File: src/rtl/hwloop_pkg.sv
package hwloop_pkg;
  // Action chosen for the loop stack in one cycle
  typedef enum logic [2:0] {
    ACT_NONE   = 3'd0,
    ACT_PUSH   = 3'd1,
    ACT_REPEAT = 3'd2,
    ACT_RETIRE = 3'd3,
    ACT_EXIT   = 3'd4
  } loop_act_e;
endpackage

File: src/rtl/hwloop_stack.sv
module hwloop_stack
  import hwloop_pkg::*;
#(
  parameter int PC_W  = 16,
  parameter int CNT_W = 16,
  parameter int DEPTH = 6,
  localparam int SP_W = $clog2(DEPTH + 1)
) (
  input  logic             clk,
  input  logic             rst_n,
  input  loop_act_e        act,
  input  logic [PC_W-1:0]  push_start,
  input  logic [PC_W-1:0]  push_end,
  input  logic [CNT_W-1:0] push_cnt,
  output logic [SP_W-1:0]  sp,
  output logic [PC_W-1:0]  top_start,
  output logic [PC_W-1:0]  top_end,
  output logic [CNT_W-1:0] top_cnt
);

  logic [SP_W-1:0]  sp_q, sp_d;
  logic [PC_W-1:0]  start_q [DEPTH];
  logic [PC_W-1:0]  end_q   [DEPTH];
  logic [CNT_W-1:0] cnt_q   [DEPTH];

  // stack pointer next state
  always_comb begin
    sp_d = sp_q;
    case (act)
      ACT_PUSH:             sp_d = sp_q + SP_W'(1);
      ACT_RETIRE, ACT_EXIT: sp_d = sp_q - SP_W'(1);
      default:              sp_d = sp_q;
    endcase
  end

  always_ff @(posedge clk or negedge rst_n) begin
    if (!rst_n) sp_q <= '0;
    else        sp_q <= sp_d;
  end

  // one context register set per stack level
  for (genvar i = 0; i < DEPTH; i++) begin : g_ctx
    logic             load_en, dec_en;
    logic [CNT_W-1:0] cnt_d;

    always_comb begin
      load_en = (act == ACT_PUSH)   && (sp_q == SP_W'(i));
      dec_en  = (act == ACT_REPEAT) && (sp_q == SP_W'(i + 1));
      cnt_d   = load_en ? push_cnt : (cnt_q[i] - CNT_W'(1));
    end

    always_ff @(posedge clk or negedge rst_n) begin
      if (!rst_n) begin
        start_q[i] <= '0;
        end_q[i]   <= '0;
      end else if (load_en) begin
        start_q[i] <= push_start;
        end_q[i]   <= push_end;
      end
    end

    always_ff @(posedge clk or negedge rst_n) begin
      if (!rst_n)                 cnt_q[i] <= '0;
      else if (load_en || dec_en) cnt_q[i] <= cnt_d;
    end
  end

  // innermost context read-out
  always_comb begin
    top_start = '0;
    top_end   = '0;
    top_cnt   = '0;
    for (int k = 0; k < DEPTH; k++) begin
      if (sp_q == SP_W'(k + 1)) begin
        top_start = start_q[k];
        top_end   = end_q[k];
        top_cnt   = cnt_q[k];
      end
    end
  end

  assign sp = sp_q;

  AST_DEPTH_BOUND: assert property (@(posedge clk) disable iff (!rst_n)
    sp_q <= SP_W'(DEPTH));

  AST_PUSH_GROWS: assert property (@(posedge clk) disable iff (!rst_n)
    act == ACT_PUSH |=> sp_q == $past(sp_q) + SP_W'(1));

  AST_REPEAT_DECREMENTS: assert property (@(posedge clk) disable iff (!rst_n)
    act == ACT_REPEAT |=> (sp_q == $past(sp_q)) && (top_cnt == $past(top_cnt) - CNT_W'(1)));

endmodule

File: src/rtl/hwloop_decide.sv
module hwloop_decide
  import hwloop_pkg::*;
#(
  parameter int PC_W  = 16,
  parameter int CNT_W = 16,
  parameter int DEPTH = 6,
  localparam int SP_W = $clog2(DEPTH + 1)
) (
  input  logic             fetch_valid,
  input  logic [PC_W-1:0]  fetch_pc,
  input  logic             start_req,
  input  logic [CNT_W-1:0] start_cnt,
  input  logic             exit_req,
  input  logic [SP_W-1:0]  sp,
  input  logic [PC_W-1:0]  top_start,
  input  logic [PC_W-1:0]  top_end,
  input  logic [CNT_W-1:0] top_cnt,
  output loop_act_e        act,
  output logic             redirect,
  output logic [PC_W-1:0]  redirect_pc,
  output logic [PC_W-1:0]  push_start,
  output logic [CNT_W-1:0] push_cnt,
  output logic             ovf_hit,
  output logic             unf_hit
);

  logic empty, full, end_hit, more_left;

  always_comb begin
    empty     = (sp == '0);
    full      = (sp == SP_W'(DEPTH));
    end_hit   = fetch_valid && !empty && (fetch_pc == top_end);
    more_left = (top_cnt > CNT_W'(1));
    push_start = fetch_pc + PC_W'(1);
    push_cnt   = (start_cnt == '0) ? CNT_W'(1) : start_cnt;

    act         = ACT_NONE;
    redirect    = 1'b0;
    redirect_pc = top_start;
    ovf_hit     = 1'b0;
    unf_hit     = 1'b0;

    // setup wins over exit, exit wins over the end-address check
    if (start_req) begin
      if (full) ovf_hit = 1'b1;
      else      act     = ACT_PUSH;
    end else if (exit_req) begin
      if (empty) unf_hit = 1'b1;
      else       act     = ACT_EXIT;
    end else if (end_hit) begin
      if (more_left) begin
        act      = ACT_REPEAT;
        redirect = 1'b1;
      end else begin
        act      = ACT_RETIRE;
      end
    end
  end

endmodule

File: src/rtl/hwloop_seq.sv
module hwloop_seq
  import hwloop_pkg::*;
#(
  parameter int PC_W  = 16,
  parameter int CNT_W = 16,
  parameter int DEPTH = 6,
  localparam int SP_W = $clog2(DEPTH + 1)
) (
  input  logic             clk,
  input  logic             rst_n,
  input  logic             fetch_valid,
  input  logic [PC_W-1:0]  fetch_pc,
  input  logic             start_req,
  input  logic [PC_W-1:0]  start_end,
  input  logic [CNT_W-1:0] start_cnt,
  input  logic             exit_req,
  output logic             redirect,
  output logic [PC_W-1:0]  redirect_pc,
  output logic [SP_W-1:0]  depth,
  output logic             ovf_err,
  output logic             unf_err
);

  loop_act_e        act;
  logic [SP_W-1:0]  sp;
  logic [PC_W-1:0]  top_start, top_end, push_start;
  logic [CNT_W-1:0] top_cnt, push_cnt;
  logic             ovf_hit, unf_hit;
  logic             ovf_q, unf_q;

  hwloop_decide #(.PC_W(PC_W), .CNT_W(CNT_W), .DEPTH(DEPTH)) u_decide (
    .fetch_valid (fetch_valid),
    .fetch_pc    (fetch_pc),
    .start_req   (start_req),
    .start_cnt   (start_cnt),
    .exit_req    (exit_req),
    .sp          (sp),
    .top_start   (top_start),
    .top_end     (top_end),
    .top_cnt     (top_cnt),
    .act         (act),
    .redirect    (redirect),
    .redirect_pc (redirect_pc),
    .push_start  (push_start),
    .push_cnt    (push_cnt),
    .ovf_hit     (ovf_hit),
    .unf_hit     (unf_hit)
  );

  hwloop_stack #(.PC_W(PC_W), .CNT_W(CNT_W), .DEPTH(DEPTH)) u_stack (
    .clk        (clk),
    .rst_n      (rst_n),
    .act        (act),
    .push_start (push_start),
    .push_end   (start_end),
    .push_cnt   (push_cnt),
    .sp         (sp),
    .top_start  (top_start),
    .top_end    (top_end),
    .top_cnt    (top_cnt)
  );

  // error pulses, registered
  always_ff @(posedge clk or negedge rst_n) begin
    if (!rst_n) begin
      ovf_q <= 1'b0;
      unf_q <= 1'b0;
    end else begin
      ovf_q <= ovf_hit;
      unf_q <= unf_hit;
    end
  end

  assign depth   = sp;
  assign ovf_err = ovf_q;
  assign unf_err = unf_q;

  AST_OVF_FLAG: assert property (@(posedge clk) disable iff (!rst_n)
    start_req && (depth == SP_W'(DEPTH)) |=> ovf_err && (depth == SP_W'(DEPTH)));

  AST_UNF_FLAG: assert property (@(posedge clk) disable iff (!rst_n)
    !start_req && exit_req && (depth == '0) |=> unf_err && (depth == '0));

  AST_REPEAT_HOLDS_DEPTH: assert property (@(posedge clk) disable iff (!rst_n)
    redirect |=> depth == $past(depth));

  AST_IDLE_NO_REDIRECT: assert property (@(posedge clk) disable iff (!rst_n)
    redirect |-> fetch_valid && (depth != '0));

endmodule

File: config.mk
export PLATFORM = sky130hd
export DESIGN_NAME = hwloop_seq
export DESIGN_NICKNAME = d
export VERILOG_FILES = /design/src/rtl/hwloop_pkg.sv /design/src/rtl/hwloop_stack.sv /design/src/rtl/hwloop_decide.sv /design/src/rtl/hwloop_seq.sv
export SDC_FILE = /design/constraint.sdc
export NUM_CORES = 1
export LEC_CHECK = 0
export BUFFER_PORTS_ARGS = -buffer_cell sky130_fd_sc_hd__buf_2
export CORE_MARGIN = 3
export CORE_UTILIZATION = 40
export DETAILED_ROUTE_END_ITERATION = 8
export GPL_TIMING_DRIVEN = 0
export PLACE_DENSITY_LB_ADDON = 0.15
export SLEW_MARGIN = 20
export SYNTH_ARGS = -nofsm -noshare
export SYNTH_HDL_FRONTEND = slang
export SYNTH_HIERARCHICAL = 1
export SYNTH_SLANG_ARGS = --single-unit
File: constraint.sdc
create_clock -name clk -period 4.5 [get_ports clk]
set_input_delay 0.9 -clock clk [delete_from_list [all_inputs] [get_ports clk]]
set_output_delay 0.9 -clock clk [all_outputs]
set_load 0.05 [all_outputs]
Word level (Yosys, flattened, before mapping)
Index checks and enable logic that the tools add are counted.
{"block": "op_classes", "add_sub_neg": 9, "magnitude_cmp": 1, "n_eq_ne": 11, "mux": 41, "n_reduce_logical": 25}
{"op": "2-to-1 mux 16 bit", "n": 25}
{"op": "subtractor 16 x 1 -> 16 bit (second input constant)", "n": 6}
{"op": "adder 16 x 1 -> 16 bit (second input constant)", "n": 1}
{"op": "== test 16 bit", "n": 1}
{"op": "greater-than comparator 16 x 1 -> 1 bit (second input constant)", "n": 1}
{"op": "logical NOT 16 bit", "n": 1}
{"op": "logical AND 1 bit", "n": 14}
{"op": "== test 3 x 2 -> 1 bit (second input constant)", "n": 4}
{"op": "== test 3 bit (second input constant)", "n": 4}
{"op": "2-to-1 mux 3 bit", "n": 4}
{"op": "2-to-1 mux 1 bit", "n": 11}
{"op": "== test 3 x 1 -> 1 bit (second input constant)", "n": 2}
{"op": "logical OR 1 bit", "n": 6}
{"op": "one-hot mux 3 bit (2 select lines)", "n": 1}
{"op": "adder 3 x 1 -> 3 bit (second input constant)", "n": 1}
{"op": "logical NOT 3 bit", "n": 1}
{"op": "subtractor 3 x 1 -> 3 bit (second input constant)", "n": 1}
{"op": "nonzero test 2 bit", "n": 1}
{"op": "OR reduction 2 bit", "n": 1}
{"op": "logical NOT 1 bit", "n": 1}
{"block": "totals", "regBits": 293, "input_bits": 53, "out_inout_bits": 22, "wordCells": 108}

Logic depth before layout (Yosys ltp)
{"block": "depth", "depth_word": 15, "mapped_depth": 22, "depth_no_buf": 15}

By module
The synthesis kept the hierarchy.
{"module": "hwloop_stack", "instances": 1, "cells_each": 1838, "area_each_um2": 14860.5, "seq_area_each_um2": 7282.0}
{"module": "hwloop_decide", "instances": 1, "cells_each": 109, "area_each_um2": 745.7, "seq_area_each_um2": 0.0}
{"module": "hwloop_seq", "instances": 1, "cells_each": 2, "area_each_um2": 50.0, "seq_area_each_um2": 50.0}

Least setup slack after synthesis
OpenSTA, ideal clock, no wires.
{"block": "synth_path", "path_kind": "reg2out", "from": "register u_stack.sp_q[2] (netlist: u_stack/sp[2])", "to": "output port redirect", "arrival_time_ns": 4.222, "required_ns": 3.600, "path_slack_ns": -0.622, "path_stages_with_launch": 15, "n_path_buf": 5, "path_cell_list": "dfrtp_1 -> buf_2 -> buf_2 -> inv_1 -> ha_1 -> clkbuf_1 -> nor2_1 -> clkbuf_1 -> clkbuf_1 -> a221oi_1 -> o21ai_0 -> xor2_1 -> nor4_1 -> nand3_1 -> nor3b_1"}
{"block": "synth_via", "elab_chain_cells": 12, "word_cells_on_any_way": 28, "cone_classes": "order compare (1); eq/ne (7); mux (16); reduce/logical (4)"}
{"item": "start: declaration", "line": "hwloop_stack.sv:21", "rtl": "logic [SP_W-1:0] sp_q, sp_d;"}
{"item": "start signal: assignment", "line": "hwloop_stack.sv:38", "rtl": "else sp_q <= sp_d;"}
{"item": "== test 3 x 1 -> 1 bit", "line": "hwloop_stack.sv:74", "rtl": "if (sp_q == SP_W'(k + 1)) begin"}
{"item": "2-to-1 mux 16 bit (5 in series)", "line": "hwloop_stack.sv:74"}
{"item": "2-to-1 mux 16 bit (*)", "line": "hwloop_stack.sv:74"}
{"item": "net top_end[10]", "line": "hwloop_seq.sv:26", "rtl": "logic [PC_W-1:0] top_start, top_end, push_start;"}
{"item": "== test 16 bit (*)", "line": "hwloop_decide.sv:32", "rtl": "end_hit = fetch_valid && !empty && (fetch_pc == top_end);"}
{"item": "logical AND 1 bit (*)", "line": "hwloop_decide.sv:32"}
{"item": "2-to-1 mux 1 bit (*)", "line": "hwloop_decide.sv:50", "rtl": "end else if (end_hit) begin"}
{"item": "2-to-1 mux 1 bit (*)", "line": "hwloop_decide.sv:47", "rtl": "end else if (exit_req) begin"}
{"item": "2-to-1 mux 1 bit (*)", "line": "hwloop_decide.sv:44", "rtl": "if (start_req) begin"}
{"item": "end: declaration", "line": "hwloop_seq.sv:17", "rtl": "output logic redirect,"}
Mark *: on every way through the listed nets, which the timed path passes. The rest lies on a longest branch.

Worst setup path in the final report
{"block": "layout_path", "from": "register u_stack.sp_q[1] (netlist: u_stack/sp[1])", "to": "output port redirect"}
Same word-level chain as after synthesis.

==> key figures <==
Outcome
  – Status: completed

Setup path
  – CP startpoint kind: flop
  – Crit path DAT: 3.50 ns
  – Critical path, cell by cell: inv_4 -> ha_4 -> and2_4 -> clkbuf_4 -> clkbuf_4 -> a221oi_2 -> o21ai_2 -> xor2_1 -> nor4_2 -> nand3_1 -> buf_6 -> nor3b_4 -> buf_6
  – WS Path Type: flop to output port
  – Max incr delay on CP: about 0.48 ns
  – CP max stage cell: dfrtp_2
  – Levels on crit path: 13
  – R2R depth: 17
  – Crit path required time: about 3.6 ns
  – WP buf/inv: 5
  – Crit end category: output port
  – CP top delay family: buffers and inverters
  – Crit path max fanout: 10

Detailed routing
  – First-pass DRT Iterations: 6
  – Drt drc: 0
  – WL final: approximately 57000 um
  – Routed vias/inst: approximately 5.8
  – Iteration-0 DRC Markers: between 1.5k and 2k
  – ANT nets after route: 0
  – WL/cell: 22.0 um
  – Via count: ~15k

STA
  – Clk_skew: about 0.027 ns
  – Final critical-path share of the clock period: between 90% and 100%
  – Final Critical Period: ~4.4 ns
  – Endpoints failing setup: 0
  – Max frequency: between 200 and 250 MHz
  – Final hold vios: 0
  – Final Max Slew Viols: 0
  – Max_slew headroom: a little under two fifths
  – Worst Tran Pin Value: between 0.9 and 1 ns

CTS
  – Worst-path clk slew: 0.06 ns
  – Clk_lat worst skew: ~0.53 ns
  – H-tree depth: 2
  – Clock buffer depth: 3
  – Post-CTS Hold Fix Bufs: 0
  – Clk sink count: 293
  – Root Buffer: clkbuf_16
  – CTS buffer count: 36
  – CTS tree: done

Synthesis
  – Syn Area/Cell: 8.04 um2
  – Post-synth net total: roughly 2.0k
  – Warnings, synthesis: 6
  – Synth Instances: ~2k
  – Netlist Area Pre-Place: around 16000 um2

GRT
  – GRT met1 Usage: between 30% and 40%
  – Met3 Track Usage GR: 4.44%
  – Largest net degree at the start of global routing: 94
  – First-pass GRT wire length: 86900 um
  – Vias in the first global route: around 14k
  – GRT Resource Usage Total: a little over a quarter
  – Initial antenna violation count: 0
  – Met2 usage: 41.8%
  – GRT busiest layer: met2
  – Gr ovfl total: 0

Cells and area
  – # fillers: between 3k and 4k
  – Diode count: 0
  – Non-filler instance count after layout: about 2.6k
  – Layout cells sized above 1: between 10% and 20%
  – Nets: approximately 2.1k
  – Register area: around 7300 um2
  – Synth-to-layout area growth: 22.1%
  – Area of the multi-input gates: roughly 8000 um2
  – Post-layout util: 50.1%

Floorplan
  – Die ar.: about 41000 um2
  – Ports: 75
  – Placement Rows: roughly 70
  – Core Area: approximately 38000 um2
  – Chip Width: 204 um
  – Die H: roughly 200 um
  – Starting Density: between 40% and 50%

Placement
  – HPWL Detailed: 39300 um
  – Dpl cells: 2531
  – GPL Wtd Cong: ~0.95
  – I/O Buffers: 74

Job
  – Max Cap Violations: 0

Power
  – Pwr dens: 762 nW/um2
  – Peak supply drop: between 300 and 400 uV
  – Leakage power: 8.75 nW

Hold path
  – Min-delay worst type: primary input to async pin
## area by class of cell
class	instances	area share, %
buffer	152	5.44
clock buffer	56	5.86
clock inverter	7	0.708
inverter	22	0.485
multi-input combinational	1465	41.9
sequential	293	38.5
tap	511	3.35
timing repair buffer	104	3.78
## worst register-to-register path, cell delays in order, from the launching register on
cell,delay (ns)
dfrtp_2,0.48
inv_4,0.11
ha_4,0.19
and2_4,0.26
clkbuf_4,0.30
clkbuf_4,0.26
a221oi_2,0.06
o21ai_2,0.22
xor2_1,0.21
nor4_2,0.07
nand3_1,0.10
buf_6,0.14
o31ai_4,0.09
buf_4,0.21
or4b_2,0.73
nor4_4,0.43
a21oi_1,0.11
a221o_1,0.28
## repair_timing
action / 4_1_cts / 5_1_grt
resized for setup: 173 / 198
gates cloned: 0 / 3
pin swaps: 15 / 30
buffers inserted: 17 / 7
endpoints found under the setup margin: 308 / 289
## report_power, final
group,internal [W],switching (W)
Clock,0.00193,0.00115
Combinational,0.00242,0.00418
Sequential,0.00384,0.00102
## per-stage QoR
stage	power (W)	instance area [um2]	worst slack, ns	setup TNS, ns	hold WS, ns
floorplan	0.00850	15600	0.0108	0	0.440
global placement	0.0104	16700	-3.91	-1673.13	0.452
detailed placement	0.0104	16700	-2.77	-686.16	0.457
CTS	0.0140	18600	0.000130	0	0.261
global route	0.0154	19100	-0.0776	-0.290	0.275
finish	0.0145	19100	0.102	0	0.258
## flip-flops by register name (all words and copies together), names as in the netlist
| name | count |
|---|---|
| ovf_err | 1 |
| u_stack/end_q | 96 |
| u_stack/sp | 3 |
| u_stack/start_q | 96 |
| unf_err | 1 |
| u_stack/cnt_q | 96 |
## worst paths after layout
check                                              start  slack, ns                               to
hold / removal                                     rst_n       0.26    u_stack/cnt_q[56]$_DFFE_PN0P_
hold reg to reg            u_stack/end_q[42]$_DFFE_PN0P_       0.47    u_stack/end_q[42]$_DFFE_PN0P_
min in group clk           u_stack/end_q[42]$_DFFE_PN0P_       0.47    u_stack/end_q[42]$_DFFE_PN0P_
max in group asynchronous                          rst_n       3.40  u_stack/start_q[53]$_DFFE_PN0P_
setup reg to reg               u_stack/sp[1]$_DFFE_PN0P_       0.13    u_stack/cnt_q[92]$_DFFE_PN0P_
setup / recovery               u_stack/sp[1]$_DFFE_PN0P_       0.10                         redirect
## metal layers
layer	routed length, um	part of all wire, %	vias up
li1	-	-	6908
met1	24800	43	7375
met2	25400	44	702
met3	4490	7.8	155
met4	2600	4.5	0
met5	0	0	-
## layout by cell type, fill, tap and decap left out, types with 6 or more instances in the layout
| cell | instances |
|---|---|
| or4_1 | 18 |
| nor2_1 | 46 |
| a22oi_1 | 48 |
| a221oi_1 | 35 |
| clkbuf_2 | 27 |
| nand3_1 | 37 |
| nor4_1 | 24 |
| clkbuf_16 | 39 |
| buf_2 | 86 |
| a221oi_4 | 6 |
| o21ai_2 | 18 |
| clkbuf_4 | 21 |
| and3_1 | 8 |
| nand4_1 | 9 |
| a21oi_1 | 26 |
| buf_6 | 13 |
| o21ai_1 | 16 |
| xnor2_1 | 28 |
| inv_1 | 18 |
| a221oi_2 | 7 |
| o21ai_0 | 151 |
| a221o_1 | 17 |
| o211ai_1 | 30 |
| dfrtp_1 | 290 |
| clkbuf_8 | 17 |
| nand2_1 | 769 |
| clkbuf_1 | 44 |
| nor3_1 | 19 |
| ha_1 | 8 |
| o311ai_0 | 14 |
| buf_8 | 8 |
| xor2_1 | 25 |
| buf_4 | 52 |
| a22oi_2 | 7 |
Power figures use the tool's default switching activity.
